<file path="src/rtl/ihg_pkg.sv">
package ihg_pkg;

    localparam int CLS_W = 4;
    localparam int LAT_W = 4;
    localparam int OCC_W = 4;

    typedef enum logic [CLS_W-1:0] {
        CL_IALU  = 4'd0,
        CL_SHIFT = 4'd1,
        CL_LOAD  = 4'd2,
        CL_STORE = 4'd3,
        CL_FPLD  = 4'd4,
        CL_FPST  = 4'd5,
        CL_FPALU = 4'd6,
        CL_FPMUL = 4'd7,
        CL_FDIVS = 4'd8,
        CL_FDIVD = 4'd9,
        CL_FSQRT = 4'd10,
        CL_IMUL  = 4'd11
    } op_class_e;

    // Resources a slot needs in its issue cycle.
    typedef struct packed {
        logic             mem;
        logic             wport;
        logic             shift;
        logic             fpalu;
        logic             shared;
        logic [OCC_W-1:0] occ;
    } need_t;

endpackage

</file>
<file path="src/rtl/ihg_class_decode.sv">
module ihg_class_decode
    import ihg_pkg::*;
(
    input  logic [CLS_W-1:0] cls,
    output need_t            need,
    output logic [LAT_W-1:0] lat
);

    always_comb begin
        need = '0;
        lat  = '0;
        case (cls)
            CL_IALU:  begin need.wport = 1'b1; lat = LAT_W'(1); end
            CL_SHIFT: begin need.wport = 1'b1; need.shift = 1'b1; lat = LAT_W'(1); end
            CL_LOAD:  begin need.wport = 1'b1; need.mem = 1'b1; lat = LAT_W'(1); end
            CL_STORE: begin need.wport = 1'b1; need.mem = 1'b1; lat = LAT_W'(1); end
            CL_FPLD:  begin need.mem = 1'b1; lat = LAT_W'(0); end
            CL_FPST:  begin need.mem = 1'b1; lat = LAT_W'(1); end
            CL_FPALU: begin need.fpalu = 1'b1; lat = LAT_W'(3); end
            CL_FPMUL: begin need.shared = 1'b1; need.occ = OCC_W'(1); lat = LAT_W'(3); end
            CL_FDIVS: begin need.shared = 1'b1; need.occ = OCC_W'(4); lat = LAT_W'(6); end
            CL_FDIVD: begin need.shared = 1'b1; need.occ = OCC_W'(7); lat = LAT_W'(9); end
            CL_FSQRT: begin need.shared = 1'b1; need.occ = OCC_W'(10); lat = LAT_W'(12); end
            CL_IMUL:  begin need.shared = 1'b1; need.occ = OCC_W'(4); lat = LAT_W'(4); end
            default:  begin need = '0; lat = '0; end  // no resource, latency 0
        endcase
    end

endmodule

</file>
<file path="src/rtl/ihg_shared_busy.sv">
module ihg_shared_busy
    import ihg_pkg::*;
(
    input  logic             clk,
    input  logic             rst,
    input  logic             start,
    input  logic [OCC_W-1:0] occ,
    output logic             free
);

    typedef struct packed {
        logic [OCC_W-1:0] cnt;
    } busy_st_t;

    busy_st_t st_d, st_q;

    always_comb begin
        st_d = st_q;
        if (start) begin
            st_d.cnt = occ - OCC_W'(1);
        end else if (st_q.cnt != '0) begin
            st_d.cnt = st_q.cnt - OCC_W'(1);
        end
    end

    always_ff @(posedge clk) begin
        if (rst) begin
            st_q <= '0;
        end else begin
            st_q <= st_d;
        end
    end

    assign free = (st_q.cnt == '0);

    // a new user only enters an idle unit.
    a_r7_start_when_idle: assert property (@(posedge clk) disable iff (rst)
        start |-> free);

    // occupancy is loaded at issue.
    a_r7_load_occ: assert property (@(posedge clk) disable iff (rst)
        start |=> (st_q.cnt == $past(occ) - OCC_W'(1)));

    // busy time drains by one per cycle.
    a_r7_countdown: assert property (@(posedge clk) disable iff (rst)
        (!start && st_q.cnt != '0) |=> (st_q.cnt == $past(st_q.cnt) - OCC_W'(1)));

endmodule

</file>
<file path="src/rtl/ihg_grant_chain.sv">
module ihg_grant_chain
    import ihg_pkg::*;
#(
    parameter int SLOTS       = 3,
    parameter int MEM_PORTS   = 1,
    parameter int WR_PORTS    = 2,
    parameter int SHIFT_UNITS = 1,
    parameter int FPALU_UNITS = 1
) (
    input  logic             hold,
    input  logic [SLOTS-1:0] vld,
    input  need_t            need [SLOTS],
    input  logic             shared_free,
    output logic [SLOTS-1:0] grant,
    output logic             shared_start,
    output logic [OCC_W-1:0] shared_occ
);

    always_comb begin
        int   n_mem;
        int   n_wp;
        int   n_sh;
        int   n_fa;
        int   n_md;
        logic alive;
        logic fits;
        grant        = '0;
        shared_start = 1'b0;
        shared_occ   = '0;
        n_mem = 0;
        n_wp  = 0;
        n_sh  = 0;
        n_fa  = 0;
        n_md  = 0;
        alive = !hold;
        for (int i = 0; i < SLOTS; i++) begin
            fits = alive && vld[i];
            if (need[i].mem   && n_mem >= MEM_PORTS)   fits = 1'b0;
            if (need[i].wport && n_wp  >= WR_PORTS)    fits = 1'b0;
            if (need[i].shift && n_sh  >= SHIFT_UNITS) fits = 1'b0;
            if (need[i].fpalu && n_fa  >= FPALU_UNITS) fits = 1'b0;
            if (need[i].shared && (!shared_free || n_md != 0)) fits = 1'b0;
            if (fits) begin
                grant[i] = 1'b1;
                if (need[i].mem)   n_mem = n_mem + 1;
                if (need[i].wport) n_wp  = n_wp + 1;
                if (need[i].shift) n_sh  = n_sh + 1;
                if (need[i].fpalu) n_fa  = n_fa + 1;
                if (need[i].shared) begin
                    n_md         = n_md + 1;
                    shared_start = 1'b1;
                    shared_occ   = need[i].occ;
                end
            end else begin
                alive = 1'b0;
            end
        end
    end

endmodule

</file>
<file path="src/rtl/issue_hazard_gate.sv">
module issue_hazard_gate
    import ihg_pkg::*;
#(
    parameter int SLOTS = 3
) (
    input  logic                   clk,
    input  logic                   rst,
    input  logic [SLOTS-1:0]       slot_vld,
    input  logic [SLOTS*CLS_W-1:0] slot_cls,
    output logic [SLOTS-1:0]       grant,
    output logic [SLOTS*LAT_W-1:0] lat
);

    need_t            need   [SLOTS];
    logic [LAT_W-1:0] raw_lat [SLOTS];
    logic             shared_free;
    logic             shared_start;
    logic [OCC_W-1:0] shared_occ;

    logic [SLOTS-1:0] g_mem, g_wp, g_sh, g_fa, g_md;

    for (genvar i = 0; i < SLOTS; i++) begin : g_slot
        ihg_class_decode dec_i (
            .cls  (slot_cls[i*CLS_W +: CLS_W]),
            .need (need[i]),
            .lat  (raw_lat[i])
        );
        assign lat[i*LAT_W +: LAT_W] = grant[i] ? raw_lat[i] : '0;
        assign g_mem[i] = grant[i] & need[i].mem;
        assign g_wp[i]  = grant[i] & need[i].wport;
        assign g_sh[i]  = grant[i] & need[i].shift;
        assign g_fa[i]  = grant[i] & need[i].fpalu;
        assign g_md[i]  = grant[i] & need[i].shared;
    end

    ihg_grant_chain #(.SLOTS(SLOTS)) chain_i (
        .hold         (rst),
        .vld          (slot_vld),
        .need         (need),
        .shared_free  (shared_free),
        .grant        (grant),
        .shared_start (shared_start),
        .shared_occ   (shared_occ)
    );

    ihg_shared_busy busy_i (
        .clk   (clk),
        .rst   (rst),
        .start (shared_start),
        .occ   (shared_occ),
        .free  (shared_free)
    );

    a_r1_hold_in_reset: assert property (@(posedge clk) rst |-> (grant == '0));

    a_r2_in_order_prefix: assert property (@(posedge clk) disable iff (rst)
        (grant & (grant + 1'b1)) == '0);

    a_r2_valid_only: assert property (@(posedge clk) disable iff (rst)
        (grant & ~slot_vld) == '0);

    a_r3_one_mem: assert property (@(posedge clk) disable iff (rst)
        $countones(g_mem) <= 1);

    a_r4_two_wports: assert property (@(posedge clk) disable iff (rst)
        $countones(g_wp) <= 2);

    a_r5_one_shift: assert property (@(posedge clk) disable iff (rst)
        $onehot0(g_sh));

    a_r6_one_fpalu: assert property (@(posedge clk) disable iff (rst)
        $onehot0(g_fa));

    a_r7_one_shared: assert property (@(posedge clk) disable iff (rst)
        $onehot0(g_md));

    // a shared op issued last cycle with occupancy above one blocks this cycle.
    a_r7_busy_blocks: assert property (@(posedge clk) disable iff (rst)
        (shared_start && shared_occ > OCC_W'(1)) |=> (g_md == '0));

endmodule

</file>
<file path="config.mk">
export PLATFORM = sky130hd
export DESIGN_NAME = issue_hazard_gate
export DESIGN_NICKNAME = d
export VERILOG_FILES = /design/src/rtl/ihg_pkg.sv /design/src/rtl/ihg_class_decode.sv /design/src/rtl/ihg_shared_busy.sv /design/src/rtl/ihg_grant_chain.sv /design/src/rtl/issue_hazard_gate.sv
export SDC_FILE = /design/constraint.sdc
export NUM_CORES = 1
export LEC_CHECK = 0
export ABC_AREA = 0
export BUFFER_PORTS_ARGS = -buffer_cell sky130_fd_sc_hd__buf_2
export CORE_MARGIN = 10
export CORE_UTILIZATION = 48
export CTS_CLUSTER_DIAMETER = 120
export CTS_CLUSTER_SIZE = 16
export DETAILED_ROUTE_END_ITERATION = 10
export GPL_ROUTABILITY_DRIVEN = 0
export PLACE_DENSITY = 0.79
export SETUP_SLACK_MARGIN = 0.5
export SLEW_MARGIN = 25
export SYNTH_ARGS = -nofsm -noshare
export SYNTH_HDL_FRONTEND = slang
export SYNTH_SLANG_ARGS = --single-unit
</file>
<file path="constraint.sdc">
create_clock -name clk -period 3.26 [get_ports clk]
set_input_delay 0.326 -clock clk [delete_from_list [all_inputs] [get_ports clk]]
set_output_delay 0.326 -clock clk [all_outputs]
set_load 0.05 [all_outputs]
</file>
==> flow_metrics.env <==
export IMPL_finalWorstSetupSlack_ps=339
export IMPL_start_util=0.522
export IMPL_worstSetupEndpointType="flop"
export IMPL_path_clk_slew_ps=40
export IMPL_p_sw_frac=0.511
export IMPL_hold_path_startpoint="rst"
export IMPL_routed_via_count=1397
export IMPL_finalCritPeriodShare=0.896
export IMPL_num_fill_cells=145
export IMPL_syn_inst=156
export IMPL_num_rows=17
export IMPL_clock_sinks=4
export IMPL_power_density_nw_per_um2=417
export IMPL_async_reset_ff_frac=0
export IMPL_grt_start_max_net_pins=12
export IMPL_slew_limit_headroom=0.656
export IMPL_cts_root_buf="clkbuf_4"
export IMPL_cpMostUsedCell="ha_2"
export IMPL_seqPwrFrac=0.135
export IMPL_leakage_nw=0.760
export IMPL_grt_pass1_vias=1429
export IMPL_fin_nets=225
export IMPL_slew_violations=0
export IMPL_preCtsSetupSlack_ps=34.7
export IMPL_first_iter_violations=125
export IMPL_worst_pin_slew_ps=514
export IMPL_switching_power_w=0.000393
export IMPL_antenna_left=0
export IMPL_cts_buffers=3
export IMPL_syn_cell_area_um2=1190
export IMPL_pwr_share_clk=0.089
export IMPL_die_area_um2=4860
export IMPL_arrival_ps=3060
export IMPL_grt_usage=0.153
export IMPL_dpl_hpwl_um=2900
export IMPL_clockBufferDepth=2
export IMPL_grt_pass1_wl_um=6520
export IMPL_multiInputGateArea_um2=1250
export IMPL_worstPathCellList="buf_6 > or2b_4 > nor3_4 > ha_2 > or4b_4 > nor2_8 > o211ai_4 > a2111oi_4 > nor4b_2 > nor3_2 > inv_1 > ha_2 > xnor2_2 > nor2_1"
export IMPL_ir_drop_v=0.000357
export IMPL_cpMaxStageDelayCell="or4b_4"
export IMPL_worst_path_max_fanout=4
export IMPL_setup_violations=0
export IMPL_max_stage_delay_ps=610
export IMPL_regMostFlops="busy_i.st_q"
export IMPL_rrSetupSlack_ps=430
export IMPL_synth_area_mux_share=0.00843
export IMPL_cts_hold_buf=0
export IMPL_r2r_end="busy_i.st_q[2]"
export IMPL_cp_startpoint="slot_vld[0]"
export IMPL_antenna_found_initial=0
export IMPL_critPathRequiredTime_ps=3400
export IMPL_cp_buffers_inverters=2
export IMPL_synth_compound_area_frac=0.311
export IMPL_routed_via_density=6.13
export IMPL_synth_simple_area_share=0.426
export IMPL_port_buffers=31
export IMPL_p_int_w=0.000376
export IMPL_chipWidth_um=69.7
export IMPL_syn_to_final_growth_pct=55.3
export IMPL_fp_dieH_um=69.7
export IMPL_max_freq_mhz=342
export IMPL_post_drt_wl_per_cell_um=18.4
export IMPL_synthXorXnorAreaFrac=0.0295
export IMPL_synth_warning_count=0
export IMPL_rsz0062_at_grt="true"
export IMPL_synth_top_family_by_area="simple AND/OR/NAND/NOR gates"
export IMPL_regArea_um2=80.1
export IMPL_comb_power_share=0.776
export IMPL_yosysTopAreaCellShare=0.0674
export IMPL_synth_edf_count=0
export IMPL_r2r_start="busy_i.st_q[3]"
export IMPL_crit_cells=14
export IMPL_hold_violations=0
export IMPL_synth_seq_cells=4
export IMPL_largest_reg_flops=4
export IMPL_startpoint_type="input pin"
export IMPL_post_route_min_period_ps=2920
export IMPL_synth_area_per_cell_um2=7.61
export IMPL_setup_tns_ps=0
export IMPL_syn_num_nets=179
export IMPL_yosysSeqAreaShare=0.0674
export IMPL_grt_overflow=0
export IMPL_synthDistinctLibCells=63
export IMPL_worstSetupEndpoint="busy_i.st_q[2]"
export IMPL_io_pins=32
export IMPL_synth_top_cell_by_area="dfxtp_1"
export IMPL_wl_um=4200
export IMPL_reg_top3="busy_i.st_q (4)"
export IMPL_drt_pre_antenna_iters=5
export IMPL_drive_gt1_frac=0.555
export IMPL_core_area_um2=2280
export IMPL_cts_htree_levels=1
export IMPL_critPathKind="input pin to flop"
export IMPL_synthFlopType="dfxtp_1"
export IMPL_insertion_delay_ps=240
export IMPL_tritoncts="built"
export IMPL_reg2reg_depth=14
export IMPL_n_antenna_cell=0
export IMPL_hp_class="input pin to flop"
export IMPL_synthTopCellsByArea="dfxtp_1 6.7%, ha_1 6.3%, a21oi_1 5.1%, nor2_1 5.1%, a2111oi_4 4.6%"
export IMPL_synthAdderAreaFrac=0.0727
export IMPL_crit_family="simple AND/OR/NAND/NOR gates"
export IMPL_timing_max_cap_violations=0
export IMPL_outcome="completed"
export IMPL_fin_worst_skew_ps=0.795
export IMPL_drc=0
[worst reg2reg max path: stages, from the launching register on]
cell and delay [ps]:
dfxtp_1 340, nor4_4 310, nand3_2 110, inv_1 70, ha_1 250, nor2_4 140, a311oi_4 60, or2b_4 300
a2111oi_4 370, nor4b_2 110, nor3_2 220, inv_1 70, ha_2 180, xnor2_2 140, nor2_1 60
[cells in the final DEF, fill, tap and decap left out, types with 4 or more instances in the layout]
cell / netlist / layout
nor2_2: 0 / 4
o21ai_0: 7 / 6
ha_2: 0 / 4
buf_4: 3 / 15
dfxtp_1: 4 / 4
clkbuf_4: 0 / 4
nand2_1: 10 / 9
nand2b_1: 4 / 4
buf_6: 0 / 12
nor2_1: 16 / 11
a21oi_1: 12 / 10
nor3_1: 9 / 5
inv_1: 9 / 6
buf_8: 0 / 4
buf_2: 2 / 18
[synthesized netlist by cell type, drive strengths merged (3+ instances only)]
library cell	n
xnor2	4
o21ai	7
inv	9
clkbuf	4
or2b	4
a21oi	12
buf	5
nand2	11
ha	6
nor3	9
nor4	4
nor2	17
a211oi	3
and3b	3
nand4	4
and2b	3
dfxtp	4
or2	3
nand2b	4
[per-layer routing]
layer | part of all wire | GRT usage
met1 | 0.42 | 0.174
met2 | 0.52 | 0.270
met3 | 0.050 | 0.0285
met4 | 0.015 | 0.0630
met5 | 0 | 0
[metrics by stage]
step	std cells	area (um2)	hold slack [ps]	power (W)	util
6_report	228	1840	495	0.000770	0.810
5_1_grt	228	1840	504	0.000834	0.810
4_1_cts	223	1650	440	0.000689	0.726
3_5_place_dp	213	1470	688	0.000575	0.644
3_3_place_gp	213	1470	663	0.000558	0.644
2_1_floorplan	156	1290	520	0.000466	-
[worst min-delay path by stage]
| stage | endpoint | slack, ps | cells after the start |
|---|---|---|---|
| 6_report | busy_i.st_q[3] | 490 | 5 |
| 5_1_grt | busy_i.st_q[0] | 500 | 4 |
| 4_1_cts | busy_i.st_q[3] | 440 | 4 |
| 3_5_place_dp | busy_i.st_q[3] | 690 | 4 |
| 3_3_place_gp | busy_i.st_q[3] | 660 | 4 |
| 2_1_floorplan | busy_i.st_q[3] | 520 | 3 |
[logic make-up after synthesis]
| logic type | Yosys count |
|---|---|
| simple gates | 79 |
| compound gates | 42 |
| buf+inv | 19 |
| fa+ha+maj | 7 |
| xor+xnor | 4 |
| flops | 4 |
| mux | 1 |
[cell type report]
class	count	share of cell area
Clock buffer	3	0.0122
Inverter	10	0.0258
Multi-Input combinational cell	133	0.680
Sequential cell	4	0.0434
Tap cell	28	0.0190
Timing Repair Buffer	50	0.220
[repair_timing]
| item | in CTS | in global routing |
|---|---|---|
| gates resized for setup | 28 | 34 |
| setup buffers | 7 | 5 |
| endpoints found under the setup margin | 9 | 12 |
| pin swaps | 9 | 25 |
[power by group through the flow]
stage	clock (W)	combinational (W)	sequential, W
3_3_place_gp	0	0.000455	0.000103
6_report	0.0000683	0.000597	0.000104
5_1_grt	0.0000765	0.000649	0.000108
4_1_cts	0.0000664	0.000519	0.000104
2_1_floorplan	0	0.000369	0.0000975
3_5_place_dp	0	0.000470	0.000105
No activity file was read; power rests on OpenSTA's default activity.
